==> config.mk <==
export PLATFORM = sky130hd
export DESIGN_NAME = twisted_ring_divider
export DESIGN_NICKNAME = d
export VERILOG_FILES = /design/src/rtl/jdiv_pkg.sv /design/src/rtl/jdiv_tap_decode.sv /design/src/rtl/jdiv_ring.sv /design/src/rtl/jdiv_phase_tap.sv /design/src/rtl/twisted_ring_divider.sv
export SDC_FILE = /design/constraint.sdc
export NUM_CORES = 1
export LEC_CHECK = 0
export BUFFER_PORTS_ARGS = -buffer_cell sky130_fd_sc_hd__buf_2
export CAP_MARGIN = 20
export CORE_AREA = 2 2 39 41
export CTS_CLUSTER_DIAMETER = 30
export CTS_CLUSTER_SIZE = 25
export DETAILED_ROUTE_END_ITERATION = 16
export DIE_AREA = 0 0 41 43
export GPL_ROUTABILITY_DRIVEN = 0
export SLEW_MARGIN = 20
export SYNTH_ARGS = -nofsm -noshare
export SYNTH_HDL_FRONTEND = slang
export SYNTH_SLANG_ARGS = --single-unit
==> constraint.sdc <==
create_clock -name clk -period 1.2 [get_ports clk]
set_input_delay 0.06 -clock clk [delete_from_list [all_inputs] [get_ports clk]]
set_output_delay 0.06 -clock clk [all_outputs]
set_load 0.01 [all_outputs]
==> src/rtl/jdiv_pkg.sv <==
package jdiv_pkg;

    // Width of the loop-length select code.
    localparam int SEL_W = 3;
    // Width of the decoded loop length (supports up to 15 stages).
    localparam int LEN_W = 4;
    // Select code that requests the fixed three-stage, three-phase mode.
    localparam logic [SEL_W-1:0] SEL_TRIPHASE = '0;
    // Loop length used by the three-phase mode.
    localparam int TRI_LEN = 3;

    typedef enum logic [1:0] {
        MODE_LENGTH = 2'd0,   // code picks the length directly
        MODE_TRI    = 2'd1,   // three-phase mode, fixed length
        MODE_CLAMP  = 2'd2    // code beyond range, longest loop
    } loop_mode_e;

    typedef struct packed {
        loop_mode_e       mode;
        logic [LEN_W-1:0] len;
    } tap_cfg_t;

endpackage

==> src/rtl/jdiv_tap_decode.sv <==
module jdiv_tap_decode
    import jdiv_pkg::*;
#(
    parameter int MAX_STAGES = 5
) (
    input  logic             clk,
    input  logic             rst,
    input  logic [SEL_W-1:0] sel,
    output tap_cfg_t         cfg
);

    always_comb begin
        if (sel == SEL_TRIPHASE) begin
            cfg.mode = MODE_TRI;
            cfg.len  = LEN_W'(TRI_LEN);
        end else if (int'(sel) > MAX_STAGES) begin
            cfg.mode = MODE_CLAMP;
            cfg.len  = LEN_W'(MAX_STAGES);
        end else begin
            cfg.mode = MODE_LENGTH;
            cfg.len  = LEN_W'(sel);
        end
    end

    // an out-of-range code falls back to the longest loop
    p_clamp_longest_r6: assert property (@(posedge clk) disable iff (rst)
        (int'(sel) > MAX_STAGES) |-> (int'(cfg.len) == MAX_STAGES));

endmodule

==> src/rtl/jdiv_ring.sv <==
module jdiv_ring #(
    parameter int STAGES = 5
) (
    input  logic              clk,
    input  logic              rst,
    input  logic              fb_src,
    output logic [STAGES-1:0] q
);

    generate
        if (STAGES == 1) begin : g_single
            always_ff @(posedge clk) begin
                if (rst) q <= '0;
                else     q <= ~fb_src;
            end
        end else begin : g_chain
            always_ff @(posedge clk) begin
                if (rst) q <= '0;
                else     q <= {q[STAGES-2:0], ~fb_src};
            end

            // every stage past the first takes its neighbour's old value
            p_shift_chain_r2: assert property (@(posedge clk) disable iff (rst)
                1'b1 |=> q[STAGES-1:1] == $past(q[STAGES-2:0]));
        end
    endgenerate

endmodule

==> src/rtl/jdiv_phase_tap.sv <==
module jdiv_phase_tap (
    input  logic       clk,
    input  logic       rst,
    input  logic       tri_en,
    input  logic [2:0] ring3,
    output logic [2:0] tri_phase
);

    // Phase A: stage 0 (0 deg); phase B: stage 2 (120 deg);
    // phase C: stage 1 inverted (60 + 180 = 240 deg).
    always_comb begin
        if (tri_en) tri_phase = {~ring3[1], ring3[2], ring3[0]};
        else        tri_phase = '0;
    end

    // in a legal three-stage cycle the phases are never all equal
    p_tri_mixed_r5: assert property (@(posedge clk) disable iff (rst)
        tri_en |-> ($countones(tri_phase) == 1 || $countones(tri_phase) == 2));

    // phase B lags phase A by two clocks
    p_tri_lag_r5: assert property (@(posedge clk) disable iff (rst)
        (tri_en && $past(tri_en, 2) && !$past(rst) && !$past(rst, 2))
        |-> tri_phase[1] == $past(tri_phase[0], 2));

endmodule

==> src/rtl/twisted_ring_divider.sv <==
module twisted_ring_divider
    import jdiv_pkg::*;
#(
    parameter int MAX_STAGES = 5
) (
    input  logic                  clk,
    input  logic                  rst,
    input  logic [SEL_W-1:0]      len_sel,
    output logic [MAX_STAGES-1:0] stage_q,
    output logic                  div_out,
    output logic [2:0]            tri_phase
);

    localparam int RING3_USED = (MAX_STAGES >= TRI_LEN) ? TRI_LEN : MAX_STAGES;

    tap_cfg_t cfg;
    logic     fb_src;
    logic [2:0] ring3;

    jdiv_tap_decode #(.MAX_STAGES(MAX_STAGES)) u_decode (
        .clk (clk),
        .rst (rst),
        .sel (len_sel),
        .cfg (cfg)
    );

    // Tap multiplexer: the last stage of the selected loop feeds back.
    always_comb begin
        fb_src = stage_q[0];
        for (int i = 0; i < MAX_STAGES; i++) begin
            if (cfg.len == LEN_W'(i + 1)) fb_src = stage_q[i];
        end
    end

    jdiv_ring #(.STAGES(MAX_STAGES)) u_ring (
        .clk    (clk),
        .rst    (rst),
        .fb_src (fb_src),
        .q      (stage_q)
    );

    assign div_out = fb_src;

    always_comb begin
        ring3 = '0;
        ring3[RING3_USED-1:0] = stage_q[RING3_USED-1:0];
    end

    jdiv_phase_tap u_phase (
        .clk       (clk),
        .rst       (rst),
        .tri_en    (cfg.mode == MODE_TRI),
        .ring3     (ring3),
        .tri_phase (tri_phase)
    );

    // reset clears the chain and the divided output
    p_reset_clear_r1: assert property (@(posedge clk)
        rst |=> (stage_q == '0 && !div_out));

    // stage 0 reloads the inverse of the tap seen at the previous edge
    p_feedback_inv_r3: assert property (@(posedge clk) disable iff (rst)
        1'b1 |=> stage_q[0] == !$past(div_out));

endmodule

* After elaboration in Yosys (flattened, before gate mapping)
Index checks and enable logic that the tools add are counted.
** Cells by class
- Magnitude comparators :: 1
- Equality and inequality tests :: 5
- Reductions and logical operators :: 1
- Mux-type cells :: 7
- Bitwise operators :: 2
** Operators with widths (number)
- 6-bit 2-to-1 mux :: 2
- 4-bit by 2-bit equality test with 1-bit output (second input constant) :: 2
- 4-bit by 3-bit equality test with 1-bit output (second input constant) :: 2
- 1-bit 2-to-1 mux :: 4
- 3-bit > comparator (second input constant) :: 1
- 3-bit logical NOT :: 1
- 3-bit 2-to-1 mux :: 1
- 2-bit by 1-bit equality test with 1-bit output (second input constant) :: 1
- 1-bit inverter :: 2
** Word-level totals
- Output and inout bits :: 9
- Word-level logic and storage cells :: 17
- Bits in registers :: 5
- Input port bits :: 5

* Logic depth before layout (Yosys ltp)
Gate-level depths: netlist of run 1.
- Word-level depth :: 9
- Mapped depth :: 4

* Hierarchy
Synthesis of run 1 repeated with hierarchy kept, for this count alone.
** Unflattened totals
- Cell total of the unflattened synthesis :: 32
- Area, all modules :: 276.5 um2
** Modules (own cells, without submodules)
- jdiv_ring :: cells each 10, instances 1, area an instance 128.9 um2
- twisted_ring_divider :: cells each 10, instances 1, area an instance 70.1 um2
- jdiv_tap_decode :: cells each 9, instances 1, area an instance 51.3 um2
- jdiv_phase_tap :: cells each 3, instances 1, area an instance 26.3 um2

* Worst setup path before layout of run 1
Ideal clock, no wire load.
- Path kind :: flip-flop to output port
- Start point :: register u_ring.q[0]
- End point :: output port div_out
- Required time :: 1.140 ns
- Buffers on the path :: 0
- Path slack :: 0.158 ns
- Cell stages (with the launch flop) :: 4
- Arrival time :: 0.982 ns
- Cells stage by stage :: dfxtp_1 -> nor3b_1 -> a2111oi_2 -> nand2b_1
** On the way
- Word-level cells in the longest chain between the ends :: 4
** Ends and longest elaborated chain
- start, declared :: RTL line jdiv_ring.sv:7 : output logic [STAGES-1:0] q
- start signal, assigned :: RTL line jdiv_ring.sv:19 : else q <= {q[STAGES-2:0], ~fb_src};
- 1-bit 2-to-1 mux (4 in a row) :: RTL line twisted_ring_divider.sv:31 : if (cfg.len == LEN_W'(i + 1)) fb_src = stage_q[i];
- end, declared :: RTL line twisted_ring_divider.sv:10 : output logic div_out,
No other way between the ends.

* Worst setup path in the final report of run 1
- Start point :: register u_ring.q[1]
- End point :: output port div_out
Same word-level chain as after synthesis.

==> summary.txt, run 1 <==
STA
  – Clock skew: 0.004779 ns
  – Hold Slack: 0.03621 ns
  – Final count of negative-setup-slack endpoints: 1
  – Final period utilization: 1.039
  – Slew Limit Fails: 0
  – Tightest Pin Transition: 0.2595 ns
  – Worst Setup Slack, final: -0.04721 ns
  – RSZ-0062 raised after global routing: yes
  – Hold Violations, Final: 0
  – Worst slew margin: 0.8258
  – Max Fclk: 801.8 MHz
  – Period minus WS final: 1.247 ns

Finish
  – Fillers: 163
  – Non-Filler Instances: 58
  – Final net count: 48
  – Most common cell after layout, fill and taps aside: buf_2
  – Diode count: 0
  – Largest registers: u_ring.q x5
  – Design Area, Final: 374.1 um^2
  – Most flops, register: u_ring.q
  – Most frequent cells in the layout: buf_2, nor2b_1, clkbuf_4, dfxtp_1
  – Syn-to-layout area delta: 52.55%
  – Layout cells sized above 1: 0.5714
  – Max FFs per register: 5

Clock tree
  – Clock Sinks: 5
  – Register clock-pin slew on the reported worst setup and hold paths: 0.04 ns
  – CTS root buffer: clkbuf_4
  – Num CTS Buffers: 3
  – CTS tree: done
  – Clock Path Buffers: 2
  – H-tree levels: 1
  – Worst skew pair latency: 0.24 ns
  – CTS hold repair buffers: 0

Critical path
  – Crit Path Max Fanout: 2
  – Crit start category: flip-flop
  – CP Capture Type: output pin
  – Worst r2r src: u_ring.q[1]
  – Reg-to-reg endpoint: u_ring.q[0]
  – Critical Path AT: 1.19 ns
  – Critical path class: reg -> out
  – Crit path required time: 1.14 ns
  – Slowest stage delay, CP: 0.34 ns
  – Reg2Reg Depth: 3
  – R2R setup slack: 0.31 ns
  – Crit-path leading delay family: flip-flops
  – Worst path slowest cell: dfxtp_2
  – WP buf/inv: 1
  – Crit-path cells: nor3b_2 -> a2111oi_4 -> nand2b_1 -> buf_2

Drt
  – DR WL/cell: 9.862 um
  – Routed Antenna Nets: 0
  – Via count: 233
  – Drt total wl: 572 um
  – DR pass1 iterations: 1
  – # DRC: 0
  – Drt via density: 4.017
  – Initial drt markers: 0

Hold path
  – Hold WC Path Type: in -> reg
  – WHS Endpoint: u_ring.q[2]
  – Hold depth: 2
  – Hold path startpoint: rst

Placement
  – Port buffer count: 13
  – DP HPWL: 435.6 um
  – Inst Count DP: 52
  – Area after DPL: 307.8 um^2

Pwr
  – Pwr Total: 0.0004467 W
  – Leakage: 0.1695 nW
  – Worst VDD drop: 0.0003732 V
  – Pwr dens: 1194 nW/um^2

GRT
  – Largest net degree at the start of global routing: 8
  – Gr ovfl total: 0
  – First-pass GRT wire length: 903 um
  – Antenna violations before repair: 0
  – Vias in the first global route: 209
  – GRT Util Overall: 0.07731

Logic synthesis
  – YS warnings: 0
  – Synth Cell Area: 245.2 um^2
  – Syn_area_per_cell: 9.809 um^2
  – Synth unique cells: 14
  – Synth Register Bits: 5
  – Mapped Cells: 25
  – Synthesized Nets: 30
  – Part of the Yosys area used for sequential elements: 0.4082

Die
  – DIE WIDTH: 41 um
  – Core area: 1384 um^2
  – Ports: 14
  – Die Span Y: 43 um
  – Starting density of the core: 0.1772
  – Die Area: 1763 um^2
  – Row cnt: 14

Outcome
  – Failing checks: setup timing
  – Status: finished with violations

Job
  – Max-cap viol count: 0
-- synth_stat cells, drive strengths merged --
cell type  number  area (um^2)
o21a            1        7.510
nor3            1        5.000
buf             2        22.52
nor2b           3        18.77
xnor2           1        8.760
o21ai           1        5.000
dfxtp           5        100.1
and2            2        12.51
a2111oi         1        15.01
nor4            1        6.260
nand2b          1        6.260
inv             1        3.750
nor3b           4        30.03
nor2            1        3.750
-- worst max-delay path by stage --
stage	from	endpoint	slack (ns)	cells past startpoint
global route	u_ring.q[1]	div_out	-0.09	4
global placement	u_ring.q[0]	div_out	0.09	4
detailed placement	u_ring.q[0]	div_out	0.08	4
CTS	u_ring.q[1]	div_out	-0.05	4
finish	u_ring.q[1]	div_out	-0.05	4
floorplan	u_ring.q[0]	div_out	0.16	3
-- cell families after synthesis --
logic type,synth area share
and+or+nand+nor,0.3367
buffers and inverters,0.1071
xor gates and xnor gates,0.03572
AOI/OAI and AO/OA,0.1122
DFF,0.4082
-- worst reg2reg max path: stages (launching register included) --
cell and delay, ns:
dfxtp_2 0.33, nor3b_2 0.25, a2111oi_4 0.07, nor3b_1 0.17
-- metrics by stage --
step / setup slack, ns / TNS [ns] / util
after floorplan: 0.1579 / 0 / -
after global placement: 0.09026 / 0 / 0.2224
after detailed placement: 0.07610 / 0 / 0.2224
after CTS: -0.04890 / -0.04890 / 0.2703
after global routing: -0.09278 / -0.09557 / 0.2703
final: -0.04721 / -0.04721 / 0.2703
-- area by class of cell --
cell class | count | area, um^2 | share of cell area
tap | 16 | 20.02 | 0.05351
sequential | 5 | 102.6 | 0.2742
multi-input combinational | 17 | 141.4 | 0.3779
timing repair buffer | 15 | 80.08 | 0.2140
inverter | 1 | 3.754 | 0.01003
clock buffer | 4 | 26.28 | 0.07023
-- where the power goes --
part	internal, W	total, W	switching, W
clock	0.000125	0.000189	0.0000635
sequential	0.000176	0.000183	0.00000679
combinational	0.0000369	0.0000751	0.0000382
-- what timing repair did --
| item | in CTS | in global routing |
|---|---|---|
| resized for setup | 6 | 0 |
| pin swaps | 1 | 0 |
| setup endpoints to repair | 1 | 2 |
| hold endpoints to repair | 0 | 0 |
| buffers inserted | 2 | 0 |
-- metal layers --
metal	track usage	vias up	routed length [um]
li1	-	118	-
met1	0.1061	109	220
met2	0.09688	6	298
met3	0.02094	0	53
met4	0.06000	0	0
met5	0	-	0
No activity file was read; power rests on OpenSTA's default activity.
==> inputs of run 2 (changes only) <==
--- a/config.mk
+++ b/config.mk
@@ -7,13 +7,14 @@
 export LEC_CHECK = 0
 export BUFFER_PORTS_ARGS = -buffer_cell sky130_fd_sc_hd__buf_2
 export CAP_MARGIN = 20
-export CORE_AREA = 2 2 39 41
+export CORE_AREA = 5 5 42 44
 export CTS_CLUSTER_DIAMETER = 30
 export CTS_CLUSTER_SIZE = 25
 export DETAILED_ROUTE_END_ITERATION = 16
-export DIE_AREA = 0 0 41 43
+export DIE_AREA = 0 0 47 49
 export GPL_ROUTABILITY_DRIVEN = 0
 export SLEW_MARGIN = 20
 export SYNTH_ARGS = -nofsm -noshare
 export SYNTH_HDL_FRONTEND = slang
+export SYNTH_HIERARCHICAL = 1
 export SYNTH_SLANG_ARGS = --single-unit
==> summary.txt, run 2 <==
Die
  – Core area: 1401 um^2
  – Ports: 14
  – Die Area: 2303 um^2
  – Die Span Y: 49 um
  – DIE WIDTH: 47 um
  – Row cnt: 14
  – Starting density of the core: 0.1973

Placement
  – DP HPWL: 546 um
  – Port buffer count: 13

Logic synthesis
  – Mux share of post-synthesis cell area: 0.08145
  – Synthesized Nets: 37
  – Synth area leader: dfxtp_1
  – Part of the Yosys area used for sequential elements: 0.3620
  – Synth Register Bits: 5
  – Ys async rst share: 0
  – Area share of and/or/nand/nor cells after synthesis: 0.3801
  – Synth Cell Area: 276.5 um^2
  – Primary FF master, synth: dfxtp_1
  – Synth Area in Compound Gates: 0.07692
  – Combinational family with the most area after synthesis: simple AND/OR/NAND/NOR gates
  – YS warnings: 6
  – Ranking of synthesized cells by area: dfxtp_1, nor2b_1, and2_1
  – Mapped Cells: 32
  – Synth Area in Adders: 0
  – Synth top area share: 0.3620
  – Synth unique cells: 20
  – Number of synthesized flops with an enable pin: 0
  – Syn_area_per_cell: 8.641 um^2
  – Most common library cells after synthesis: dfxtp_1, nor2b_1, and2_1, nor2_1
  – Xor-xnor portion of the synthesized cell area: 0.03167

Critical path
  – Crit-path cells: mux2_4 -> a32oi_1 -> nand2_1 -> buf_2
  – Crit-path leading delay family: flip-flops
  – Critical path class: reg -> out
  – R2R setup slack: -0.03 ns
  – Reg-to-reg endpoint: u_ring/q[0]
  – Worst r2r src: u_ring/q[3]
  – Crit Path Max Fanout: 3
  – Reg2Reg Depth: 6
  – Critical Path AT: 1.25 ns
  – WP buf/inv: 1
  – CP Capture Type: output pin
  – Crit path required time: 1.14 ns
  – Slowest stage delay, CP: 0.32 ns
  – Worst path slowest cell: dfxtp_2
  – Crit start category: flip-flop

STA
  – Hold Violations, Final: 0
  – Slew Limit Fails: 0
  – Period minus WS final: 1.306 ns
  – Worst Setup Slack, final: -0.1061 ns
  – TNS Setup: -0.1392 ns
  – RSZ-0062 raised after global routing: yes
  – Hold Slack: 0.03717 ns
  – Max Fclk: 765.6 MHz
  – Final period utilization: 1.088
  – Clock skew: 0.001619 ns
  – Final count of negative-setup-slack endpoints: 2

Drt
  – Initial drt markers: 2
  – Drt via density: 4.221
  – Routed Antenna Nets: 0
  – DR pass1 iterations: 2
  – Drt total wl: 706 um
  – # DRC: 0
  – Via count: 287
  – DR WL/cell: 10.38 um

GRT
  – Largest net degree at the start of global routing: 8
  – Vias in the first global route: 294
  – Gr ovfl total: 0
  – GRT Util Overall: 0.06967
  – Antenna violations before repair: 0
  – First-pass GRT wire length: 1138 um

Clock tree
  – Clock Sinks: 5
  – Worst skew pair latency: 0.24 ns
  – Num CTS Buffers: 3
  – CTS tree: done
  – CTS hold repair buffers: 0
  – Register clock-pin slew on the reported worst setup and hold paths: 0.04 ns
  – Clock Path Buffers: 2
  – H-tree levels: 1
  – CTS root buffer: clkbuf_4

Hold path
  – Hold depth: 2
  – Hold path startpoint: rst
  – Hold WC Path Type: in -> reg
  – WHS Endpoint: u_ring/q[4]

Pwr
  – Leakage: 0.2213 nW
  – Pwr dens: 1091 nW/um^2
  – Worst VDD drop: 0.0004849 V
  – Pwr Total: 0.0004641 W

Finish
  – Most common cell after layout, fill and taps aside: buf_2
  – Fillers: 161
  – Syn-to-layout area delta: 53.85%
  – Post-layout util: 0.3036
  – Final net count: 58
  – Largest registers: u_ring/q x5
  – Max FFs per register: 5
  – Most flops, register: u_ring/q
  – Layout cells sized above 1: 0.5385
  – Most frequent cells in the layout: buf_2, nor2b_1, buf_4
  – Diode count: 0

Outcome
  – Failing checks: setup timing
  – Status: finished with violations

Job
  – Max-cap viol count: 0
## run 2: cell count changes in the layout (fill, tap and decap cells not counted), sizes merged, moves of 2 or more
cell and change:
buf +3, nor2 +2, mux2 +2, and2 +2, nor3b -3, nor2b +3
## run 2: worst max-delay path by stage
stage | startpoint | end | cells past startpoint | slack [ns]
after floorplan | u_ring/q[4] | u_ring/q[0] | 4 | 0.13
final | u_ring/q[3] | div_out | 4 | -0.11
after global routing | u_ring/q[3] | div_out | 4 | -0.18
after detailed placement | len_sel[2] | div_out | 7 | -0.03
after global placement | len_sel[2] | div_out | 7 | -0.02
after CTS | u_ring/q[3] | div_out | 4 | -0.08
## run 2: where the power goes
part           switching, W  leakage [nW]  internal, W
Combinational     0.0000415         0.164    0.0000492
Sequential       0.00000672        0.0424     0.000175
Clock             0.0000657        0.0150     0.000126
## run 2: what timing repair did
item | in CTS | in global routing
setup buffers | 1 | 1
pin swaps | 1 | 2
gates resized for setup | 4 | 1
setup endpoints to repair | 1 | 1
## run 2: layer usage
metal  vias to the layer above  wire [um]  part of all wire  global-route usage
met4                         0         12             0.017             0.04147
li1                        141          -                 -                   -
met3                         2         78              0.11             0.04797
met5                         -          0                 0                   0
met1                       130        271              0.38             0.06798
met2                        14        343              0.49              0.1041
## run 2: final cells by class
| type | count | area, um^2 | share of cell area |
|---|---|---|---|
| inverter | 1 | 3.754 | 0.008824 |
| tap | 16 | 20.02 | 0.04706 |
| sequential | 5 | 103.9 | 0.2441 |
| clock buffer | 4 | 26.28 | 0.06176 |
| multi-input combinational | 24 | 165.2 | 0.3882 |
| timing repair buffer | 18 | 106.4 | 0.2500 |
## run 2: cell families after synthesis
group,Yosys count
simple gates,17
buf+inv,3
compound gates,3
other cells,1
xor+xnor,1
mux,2
flops,5
## run 2: stage by stage
step | worst slack, ns | instance area, um^2 | cells
floorplan | 0.1311 | 276.5 | 32
finish | -0.1061 | 425.4 | 68
global route | -0.1808 | 425.4 | 68
CTS | -0.08166 | 414.1 | 67
global placement | -0.02040 | 372.9 | 62
detailed placement | -0.03038 | 372.9 | 62
